<file path="config.mk">
export PLATFORM = sky130hd
export DESIGN_NAME = pin_bank_array
export DESIGN_NICKNAME = d
export VERILOG_FILES = /design/src/rtl/pbk_pkg.sv /design/src/rtl/pin_sync2.sv /design/src/rtl/pin_event_detect.sv /design/src/rtl/pin_bank.sv /design/src/rtl/pin_bank_array.sv
export SDC_FILE = /design/constraint.sdc
export NUM_CORES = 1
export LEC_CHECK = 0
export ABC_CLOCK_PERIOD_IN_PS = 6000
export BUFFER_PORTS_ARGS = -buffer_cell sky130_fd_sc_hd__buf_2
export CAP_MARGIN = 20
export CORE_ASPECT_RATIO = 1.75
export CORE_UTILIZATION = 55
export DETAILED_ROUTE_END_ITERATION = 10
export PLACE_DENSITY = 0.79
export SYNTH_ARGS = -nofsm -noshare
export SYNTH_HDL_FRONTEND = slang
export SYNTH_HIERARCHICAL = 1
export SYNTH_SLANG_ARGS = --single-unit
</file>
<file path="constraint.sdc">
create_clock -name clk -period 6 [get_ports clk]
set_clock_uncertainty 0.15 [all_clocks]
set_input_delay 0.9 -clock clk [delete_from_list [all_inputs] [get_ports clk]]
set_output_delay 0.9 -clock clk [all_outputs]
set_load 0.005 [all_outputs]
</file>
<file path="src/rtl/pbk_pkg.sv">
package pbk_pkg;
    localparam int unsigned PINS  = 32;
    localparam int unsigned OFF_W = 9;   // 0x200-byte stride per bank

    localparam logic [OFF_W-1:0] OFF_IN    = 9'h000;
    localparam logic [OFF_W-1:0] OFF_OUT   = 9'h004;
    localparam logic [OFF_W-1:0] OFF_OE    = 9'h008;
    localparam logic [OFF_W-1:0] OFF_LVL   = 9'h00C;
    localparam logic [OFF_W-1:0] OFF_DUAL  = 9'h010;
    localparam logic [OFF_W-1:0] OFF_POL   = 9'h014;
    localparam logic [OFF_W-1:0] OFF_MASK  = 9'h018;
    localparam logic [OFF_W-1:0] OFF_RAW   = 9'h01C;
    localparam logic [OFF_W-1:0] OFF_MSTAT = 9'h020;
    localparam logic [OFF_W-1:0] OFF_CLR   = 9'h024;

    typedef struct packed {
        logic [PINS-1:0] dout;
        logic [PINS-1:0] oe;
        logic [PINS-1:0] lvl;
        logic [PINS-1:0] dual;
        logic [PINS-1:0] pol;
        logic [PINS-1:0] mask;
        logic [PINS-1:0] stat;
        logic [PINS-1:0] prev;
    } bank_state_t;
endpackage

</file>
<file path="src/rtl/pin_sync2.sv">
module pin_sync2 #(
    parameter int W = 32
) (
    input  logic         clk,
    input  logic         rst_n,
    input  logic [W-1:0] async_in,
    output logic [W-1:0] sync_out
);
    typedef struct packed {
        logic [W-1:0] s1;
        logic [W-1:0] s2;
    } sync_t;

    sync_t st_d, st_q;

    always_comb begin
        st_d    = st_q;
        st_d.s1 = async_in;
        st_d.s2 = st_q.s1;
    end

    always_ff @(posedge clk or negedge rst_n) begin
        if (!rst_n) st_q <= '0;
        else        st_q <= st_d;
    end

    assign sync_out = st_q.s2;
endmodule

</file>
<file path="src/rtl/pin_event_detect.sv">
module pin_event_detect #(
    parameter int W = 32
) (
    input  logic [W-1:0] cur,
    input  logic [W-1:0] prev,
    input  logic [W-1:0] lvl,
    input  logic [W-1:0] dual,
    input  logic [W-1:0] pol,
    output logic [W-1:0] hit
);
    for (genvar i = 0; i < W; i++) begin : g_pin
        logic rise, fall;
        assign rise = cur[i] & ~prev[i];
        assign fall = ~cur[i] & prev[i];
        always_comb begin
            if (lvl[i])       hit[i] = (cur[i] == pol[i]);
            else if (dual[i]) hit[i] = rise | fall;
            else if (pol[i])  hit[i] = rise;
            else              hit[i] = fall;
        end
    end
endmodule

</file>
<file path="src/rtl/pin_bank.sv">
module pin_bank
    import pbk_pkg::*;
(
    input  logic             clk,
    input  logic             rst_n,
    input  logic             wr_en,
    input  logic [OFF_W-1:0] off,
    input  logic [PINS-1:0]  wr_data,
    output logic [PINS-1:0]  rd_val,
    input  logic [PINS-1:0]  pin_in,
    output logic [PINS-1:0]  pin_out,
    output logic [PINS-1:0]  pin_oe,
    output logic             irq
);
    bank_state_t r_d, r_q;
    logic [PINS-1:0] sync_now;
    logic [PINS-1:0] hit;
    logic [PINS-1:0] clr_vec;
    logic            sel_oe;

    pin_sync2 #(.W(PINS)) u_sync (
        .clk      (clk),
        .rst_n    (rst_n),
        .async_in (pin_in),
        .sync_out (sync_now)
    );

    pin_event_detect #(.W(PINS)) u_det (
        .cur  (sync_now),
        .prev (r_q.prev),
        .lvl  (r_q.lvl),
        .dual (r_q.dual),
        .pol  (r_q.pol),
        .hit  (hit)
    );

    assign sel_oe  = wr_en && (off == OFF_OE);
    assign clr_vec = (wr_en && (off == OFF_CLR)) ? wr_data : '0;

    always_comb begin
        r_d = r_q;
        if (wr_en) begin
            case (off)
                OFF_OUT:  r_d.dout = wr_data;
                OFF_OE:   r_d.oe   = wr_data;
                OFF_LVL:  r_d.lvl  = wr_data;
                OFF_DUAL: r_d.dual = wr_data;
                OFF_POL:  r_d.pol  = wr_data;
                OFF_MASK: r_d.mask = wr_data;
                default:  ;
            endcase
        end
        // event wins over a clear of the same bit
        r_d.stat = (r_q.stat & ~clr_vec) | hit;
        r_d.prev = sync_now;
    end

    always_ff @(posedge clk or negedge rst_n) begin
        if (!rst_n) r_q <= '0;
        else        r_q <= r_d;
    end

    always_comb begin
        case (off)
            OFF_IN:    rd_val = sync_now;
            OFF_OUT:   rd_val = r_q.dout;
            OFF_OE:    rd_val = r_q.oe;
            OFF_LVL:   rd_val = r_q.lvl;
            OFF_DUAL:  rd_val = r_q.dual;
            OFF_POL:   rd_val = r_q.pol;
            OFF_MASK:  rd_val = r_q.mask;
            OFF_RAW:   rd_val = r_q.stat;
            OFF_MSTAT: rd_val = r_q.stat & r_q.mask;
            default:   rd_val = '0;
        endcase
    end

    assign pin_out = r_q.dout;
    assign pin_oe  = r_q.oe;
    assign irq     = |(r_q.stat & r_q.mask);


    stat_sticky_chk: assert property (@(posedge clk) disable iff (!rst_n)
        rst_n |=> ((($past(r_q.stat) & ~$past(clr_vec)) & ~r_q.stat) == '0));


    clr_takes_chk: assert property (@(posedge clk) disable iff (!rst_n)
        rst_n |=> ((($past(clr_vec) & ~$past(hit)) & r_q.stat) == '0));


    level_set_chk: assert property (@(posedge clk) disable iff (!rst_n)
        rst_n |=> (($past(r_q.lvl & ~(sync_now ^ r_q.pol)) & ~r_q.stat) == '0));


    oe_hold_chk: assert property (@(posedge clk) disable iff (!rst_n)
        !sel_oe |=> $stable(r_q.oe));
endmodule

</file>
<file path="src/rtl/pin_bank_array.sv">
module pin_bank_array
    import pbk_pkg::*;
#(
    parameter int NUM_BANKS = 2,
    parameter int ADDR_W    = 12
) (
    input  logic                      clk,
    input  logic                      rst_n,
    input  logic                      wr_en,
    input  logic                      rd_en,
    input  logic [ADDR_W-1:0]         addr,
    input  logic [31:0]               wr_data,
    output logic [31:0]               rd_data,
    input  logic [NUM_BANKS*PINS-1:0] pin_in,
    output logic [NUM_BANKS*PINS-1:0] pin_out,
    output logic [NUM_BANKS*PINS-1:0] pin_oe,
    output logic                      irq
);
    localparam int BANK_W = ADDR_W - OFF_W;

    logic [BANK_W-1:0]   bank_idx;
    logic [OFF_W-1:0]    off;
    logic [PINS-1:0]     bank_rd [NUM_BANKS];
    logic [NUM_BANKS-1:0] bank_irq;
    logic [31:0]         rd_mux;
    logic [31:0]         rd_d, rd_q;

    assign bank_idx = addr[ADDR_W-1:OFF_W];
    assign off      = addr[OFF_W-1:0];

    for (genvar b = 0; b < NUM_BANKS; b++) begin : g_bank
        logic bank_wr;
        assign bank_wr = wr_en && (bank_idx == BANK_W'(b));
        pin_bank u_bank (
            .clk     (clk),
            .rst_n   (rst_n),
            .wr_en   (bank_wr),
            .off     (off),
            .wr_data (wr_data),
            .rd_val  (bank_rd[b]),
            .pin_in  (pin_in[b*PINS +: PINS]),
            .pin_out (pin_out[b*PINS +: PINS]),
            .pin_oe  (pin_oe[b*PINS +: PINS]),
            .irq     (bank_irq[b])
        );
    end

    always_comb begin
        rd_mux = '0;
        for (int b = 0; b < NUM_BANKS; b++) begin
            if (bank_idx == BANK_W'(b)) rd_mux = bank_rd[b];
        end
    end

    always_comb begin
        rd_d = rd_q;
        if (rd_en) rd_d = rd_mux;
    end

    always_ff @(posedge clk or negedge rst_n) begin
        if (!rst_n) rd_q <= '0;
        else        rd_q <= rd_d;
    end

    assign rd_data = rd_q;
    assign irq     = |bank_irq;


    clr_reads_zero_chk: assert property (@(posedge clk) disable iff (!rst_n)
        (rd_en && (off == OFF_CLR)) |=> (rd_data == '0));
endmodule

</file>
==> flow_summary.ini, run 1 <==
[route]
via_per_inst = 6.287
vias = 23100
first_pass_iters = 9
drc = 0
postRouteAntennaNets = 0
routed_wl_mm = 96.95
dr.first_iter.drc_count = 2140
wire_per_inst_um = 26.38

[synth]
synth_seq_cells = 672
synth_cell_types = 69
async_reset_ff_share_pct = 100.0
syn_nets = 2942
synth_ff_type = dfrtp_1
ys_warn_count = 6
synth_area_mm2 = 0.03377
yosysSeqAreaShare_pct = 49.79
synth_cells = 2702
synth_edf_count = 0
post_synth.cell_area_avg_um2 = 12.50

[worst_setup_path]
critPathMaxFanout = 4
cpPeakStageDelay_ps = 520
required_ps = 4950
critPathArrivalTime_ps = 2940
cp_cell_sequence = a22o_1, a221oi_1, nand3_1, or4_1, or2_2, buf_2
path_class = reg -> out
start_kind = register
crit_family = simple AND/OR/NAND/NOR gates
slowest_stage = or4_1
critical_path_buf_inv_count = 1
endpoint_kind = primary output

[clocking]
cts_sinks = 672
cts_hold_buf = 0
cts-root-buf = clkbuf_16
cts_setup_buffers = 0
clock_latency_ps = 670
cts_buffer_depth = 3
cts.clk_slew.worst_paths_ps = 60
tritoncts = done
cts-resized-gates = 0
cts_inserted_buffers = 61
htree_levels = 2

[grt]
use_met2_pct = 50.81
grt_overflow_total = 0
grt_max_degree = 156
grt_pass1_wl_mm = 147.2
grt_pass1_vias = 24460
met1_usage_pct = 37.72
grt.busiest_layer = met2
grt_usage_pct = 31.62
antenna_found_initial = 5
grt_util_met3_pct = 5.865

[run_status]
status = complete, no violations

[timing]
grt_setup_unrepaired = false
fmax_ghz = 0.2504
relSlewSlack_pct = 26.99
period_needed_ps = 3993
setup_slack_ps = 2007
hold_slack_ps = 175.6
fin_tns_setup_ps = 0
hold_viol_final = 0
setup_viol = 0
worst_pin_slew_ps = 1095
finalCritPeriodShare_pct = 66.55
slew_viol_final = 0

[placed_design]
pre_cts_slack_ps = 1752
dpl.hpwl_mm = 66.80
dpl_cell_area_mm2 = 0.03503
place.gp.congestion = 0.9787
portBuffers = 272

[finish]
stdcell_area_mm2 = 0.03723
final_util_pct = 61.60
fin_nets = 3076
fillers = 4746
area_delta_synth_final_pct = 10.26
drive_above_1_share_pct = 30.19

[pwr]
irDropWorstVdd_v = 0.0002478
cellPowerDensity_mw_per_mm2 = 255.7
p_leak_nw = 18.30

[die]
die-width_um = 189.3
initial_core_util_pct = 55.87
core_mm2 = 0.06045
top_level_ports = 273
dieArea_mm2 = 0.06244
rows = 119
die_y_um = 329.8

[flow_run]
drv_cap = 0

[hold_path]
hold_path.class = in -> async
## state kept, by name (all words and copies together), names as in the netlist
name	flops
rd_data	32
g_bank.u_bank/pin_oe	64
g_bank.u_bank/r_q	384
g_bank.u_bank/u_sync/st_d	64
g_bank.u_bank/u_sync/sync_out	64
g_bank.u_bank/pin_out	64
## power by group
part / total (W) / switching, W / internal (W)
Clock: 0.00426 / 0.00182 / 0.00244
Combinational: 0.000584 / 0.000379 / 0.000206
Sequential: 0.00468 / 0.0000751 / 0.00461
Total: 0.00952 / 0.00227 / 0.00725
## final timing paths
path,from,end,slack [ps],cells after the start
min in group clk,pin_in[1],g_bank[0].u_bank/u_sync/st_d[1],180,1
worst max register to register,g_bank[1].u_bank/u_sync/sync_out[23],rd_data[23],3580,5
worst min-delay path,rst_n,g_bank[0].u_bank/u_sync/st_d[14],180,1
worst min register to register,g_bank[0].u_bank/u_sync/st_d[12],g_bank[0].u_bank/u_sync/sync_out[12],200,0
max in group asynchronous,rst_n,g_bank[0].u_bank/r_q[185],4050,2
worst max-delay path,g_bank[0].u_bank/r_q[56],irq,2010,6
## final cells by class
cell class | count | area (um2) | share of cell area (%)
inverter | 166 | 623.1 | 1.673
clock inverter | 34 | 446.7 | 1.200
tap | 786 | 983.4 | 2.641
antenna | 1 | 2.502 | 0.006721
sequential | 672 | 16820 | 45.16
timing repair buffer | 320 | 1805 | 4.849
multi-input combinational | 1615 | 14810 | 39.79
clock buffer | 81 | 1743 | 4.681
## metal layers
| metal | share of wire [%] | routed length, um |
|---|---|---|
| met5 | 0.038 | 37 |
| met4 | 8.5 | 8265 |
| met3 | 7.6 | 7320 |
| met2 | 48 | 46240 |
| met1 | 36 | 35080 |
## per-stage QoR
stage          power, W  std cells
3_3_place_gp   0.005309       3558
2_1_floorplan  0.005028       2702
3_5_place_dp   0.005344       3558
4_1_cts        0.009574       3673
5_1_grt        0.009797       3674
6_report       0.009522       3675
## layout by cell type, fill, tap and decap left out, drive strengths merged, types with 6 or more instances in the layout
cell / Yosys / layout
o21ai: 93 / 93
clkinv: 1 / 21
xnor2: 64 / 64
nor2b: 6 / 6
o221ai: 8 / 8
buf: 197 / 319
mux2i: 63 / 63
dfrtp: 672 / 672
nor3: 9 / 9
ha: 128 / 128
clkbuf: 52 / 82
nor4: 10 / 10
a22oi: 59 / 59
nand3b: 6 / 6
a21oi: 74 / 74
nor2: 21 / 21
a31oi: 7 / 7
nand4: 12 / 12
inv: 165 / 166
o22ai: 42 / 42
mux2: 467 / 467
mux4: 84 / 84
bufinv: 0 / 9
a22o: 10 / 10
o2bb2ai: 7 / 7
a32oi: 16 / 16
a21o: 65 / 65
nand2: 257 / 257
nand3: 40 / 40
## Yosys cell counts (4+ instances only)
cell       number  area [um2]
buf_2          38       190.2
o2bb2ai_1       7       61.31
buf_1          15       56.30
xnor2_1        64       560.5
and2_1          4       25.02
ha_1          128        1602
a21oi_1        74       370.4
clkbuf_1       52       195.2
nor2_1         19       71.32
mux2_4         30       450.4
nand4b_1        4       35.03
o221ai_1        8       70.07
dfrtp_1       672       16820
nor2b_1         6       37.54
nor3_1          8       40.04
nand2b_1        5       31.28
or3_1           5       31.28
mux2_2        279        3142
buf_6           6       67.56
a22oi_1        59       442.9
a32oi_1        16       140.1
o211ai_1        4       30.03
o21ai_1        79       395.4
nand3b_1        6       45.04
nand2_1       257       964.7
or4_1           5       37.54
mux4_2         84        1892
a21o_1         65       488.0
nor4_1          8       50.05
o22ai_1        12       75.07
buf_4         138        1036
o21ai_0        14       70.07
o22ai_2        30       375.4
a221oi_1        5       43.79
mux2i_1        63       630.6
nand3_1        40       200.2
a31oi_1         7       43.79
a22o_1         10       87.58
inv_1         165       619.3
nand4_1        11       68.82
mux2_1        158        1779
a211oi_1        4       30.03
## logic make-up (layout without fill, tap and decap cells)
family | Yosys count | after routing | synth area share (%)
buffers and inverters | 415 | 601 | 6.421
AOI/OAI and AO/OA | 407 | 407 | 8.418
muxes | 614 | 614 | 23.37
and+or+nand+nor | 402 | 402 | 5.591
adders and majority gates | 128 | 128 | 4.742
xor gates and xnor gates | 64 | 64 | 1.660
other | 0 | 1 | 0
DFF | 672 | 672 | 49.79
Note: power is estimated with default switching activity, not from simulation.
==> run 2, diff against run 1 <==
ABC_CLOCK_PERIOD_IN_PS = 3800   (was 6000)
clock period = 3.8 ns   (was 6 ns; I/O delays follow)
==> flow_summary.ini, run 2 (synthesis results as in run 1) <==
[worst_setup_path]
critical_path_buf_inv_count = 1
slowest_stage = or4_1
r2r_start = g_bank[0].u_bank/u_sync/sync_out[20]
cp_cell_sequence = a22o_1, a221oi_1, nand3_1, or4_1, or2_2, buf_2
start_kind = register
critPathMaxFanout = 4
path_class = reg -> out
cpPeakStageDelay_ps = 460
endpoint_kind = primary output
critPathArrivalTime_ps = 2870
startpoint = g_bank[0].u_bank/r_q[52]
required_ps = 3080
crit_family = simple AND/OR/NAND/NOR gates

[placed_design]
pre_cts_slack_ps = 610.2
portBuffers = 272
place_inst = 3595
dpl.hpwl_mm = 68.67
place.gp.congestion = 0.9083

[finish]
fin_cells = 3773
drive_above_1_share_pct = 30.40
top_register = g_bank.u_bank/r_q
largest_reg_flops = 384
n_antenna_cell = 0
fin_nets = 3176
layout_commonest_cell = dfrtp_1
area_delta_synth_final_pct = 13.15
final_cell_mix = dfrtp_1, mux2_2, buf_2

[timing]
worst_pin_slew_ps = 858.3
hold_viol_final = 0
grt_setup_unrepaired = false
slew_viol_final = 0
period_needed_ps = 3589
setup_viol = 0
fmax_ghz = 0.2786
finalCritPeriodShare_pct = 94.46
setup_slack_ps = 210.6
relSlewSlack_pct = 42.78
fin_tns_setup_ps = 0

[clocking]
cts.clk_slew.worst_paths_ps = 70
cts_buffer_depth = 3
cts-root-buf = clkbuf_16
tritoncts = done
cts-resized-gates = 0
htree_levels = 2
cts_sinks = 672
cts_inserted_buffers = 60
clock_latency_ps = 670
cts_setup_buffers = 0
cts_hold_buf = 65

[route]
first_pass_iters = 6
via_per_inst = 6.225
dr.first_iter.drc_count = 1949
vias = 23490
postRouteAntennaNets = 0
routed_wl_mm = 98.05
drc = 0
wire_per_inst_um = 25.99

[die]
rows = 119
die-width_um = 189.3
initial_core_util_pct = 55.87
dieArea_mm2 = 0.06244
top_level_ports = 273
core_mm2 = 0.06045
die_y_um = 329.8

[pwr]
irDropWorstVdd_v = 0.0004292
cellPowerDensity_mw_per_mm2 = 395.8
p_leak_nw = 18.76

[grt]
grt.busiest_layer = met2
grt_pass1_vias = 24340
met1_usage_pct = 38.01
antenna_found_initial = 4
grt_overflow_total = 0
grt_pass1_wl_mm = 148.9
grt_max_degree = 116
grt_usage_pct = 31.93
grt_util_met3_pct = 4.484
use_met2_pct = 54.86

[hold_path]
min_from = g_bank[0].u_bank/u_sync/st_d[21]
hold_path.class = reg -> reg

[run_status]
status = complete, no violations

[flow_run]
drv_cap = 0
[run 2: final timing paths]
kind	endpoint	slack, ps	depth (start not counted)
min in group asynchronous	g_bank[0].u_bank/u_sync/st_d[5]	310	2
min	g_bank[0].u_bank/u_sync/sync_out[21]	190	0
max	irq	210	6
min reg2reg	g_bank[0].u_bank/u_sync/sync_out[21]	190	0
max in group asynchronous	g_bank[1].u_bank/r_q[151]	2030	3
max reg2reg	rd_data[20]	1670	5
[run 2: worst register-to-register path, delay by kind of cell, from the launching register on]
family / cells / cell delay, ps
AOI/OAI and AO/OA: 2 / 310
and+or+nand+nor: 1 / 200
DFF: 1 / 440
muxes: 2 / 880
[run 2: routing by layer]
metal	wire length (um)	part of all wire (%)
met1	36170	37
met3	5904	6.0
met4	6612	6.7
met2	49330	50
met5	24	0.024
[run 2: through the flow]
stage          hold slack, ps  total power, W  instance area, um2  utilization [%]
4_1_cts                 169.6         0.01521               38210            63.21
3_3_place_gp            181.8        0.008419               35380            58.52
3_5_place_dp            184.7        0.008473               35380            58.52
6_report                192.7         0.01512               38210            63.21
5_1_grt                 197.0         0.01556               38210            63.21
2_1_floorplan           124.4        0.007939               33770                -
[run 2: area by class of cell]
cell class	count	area, um2
Clock buffer	82	1754
Clock inverter	31	432.9
Fill cell	4616	22240
Inverter	166	623.1
Multi-Input combinational cell	1615	14810
Sequential cell	672	16820
Tap cell	786	983.4
Timing Repair Buffer	421	2789
[run 2: report_power, final]
group | leakage (nW) | switching, W | internal (W)
clock network | 1.08 | 0.00286 | 0.00386
registers | 8.61 | 0.000118 | 0.00727
logic | 9.08 | 0.000615 | 0.000390
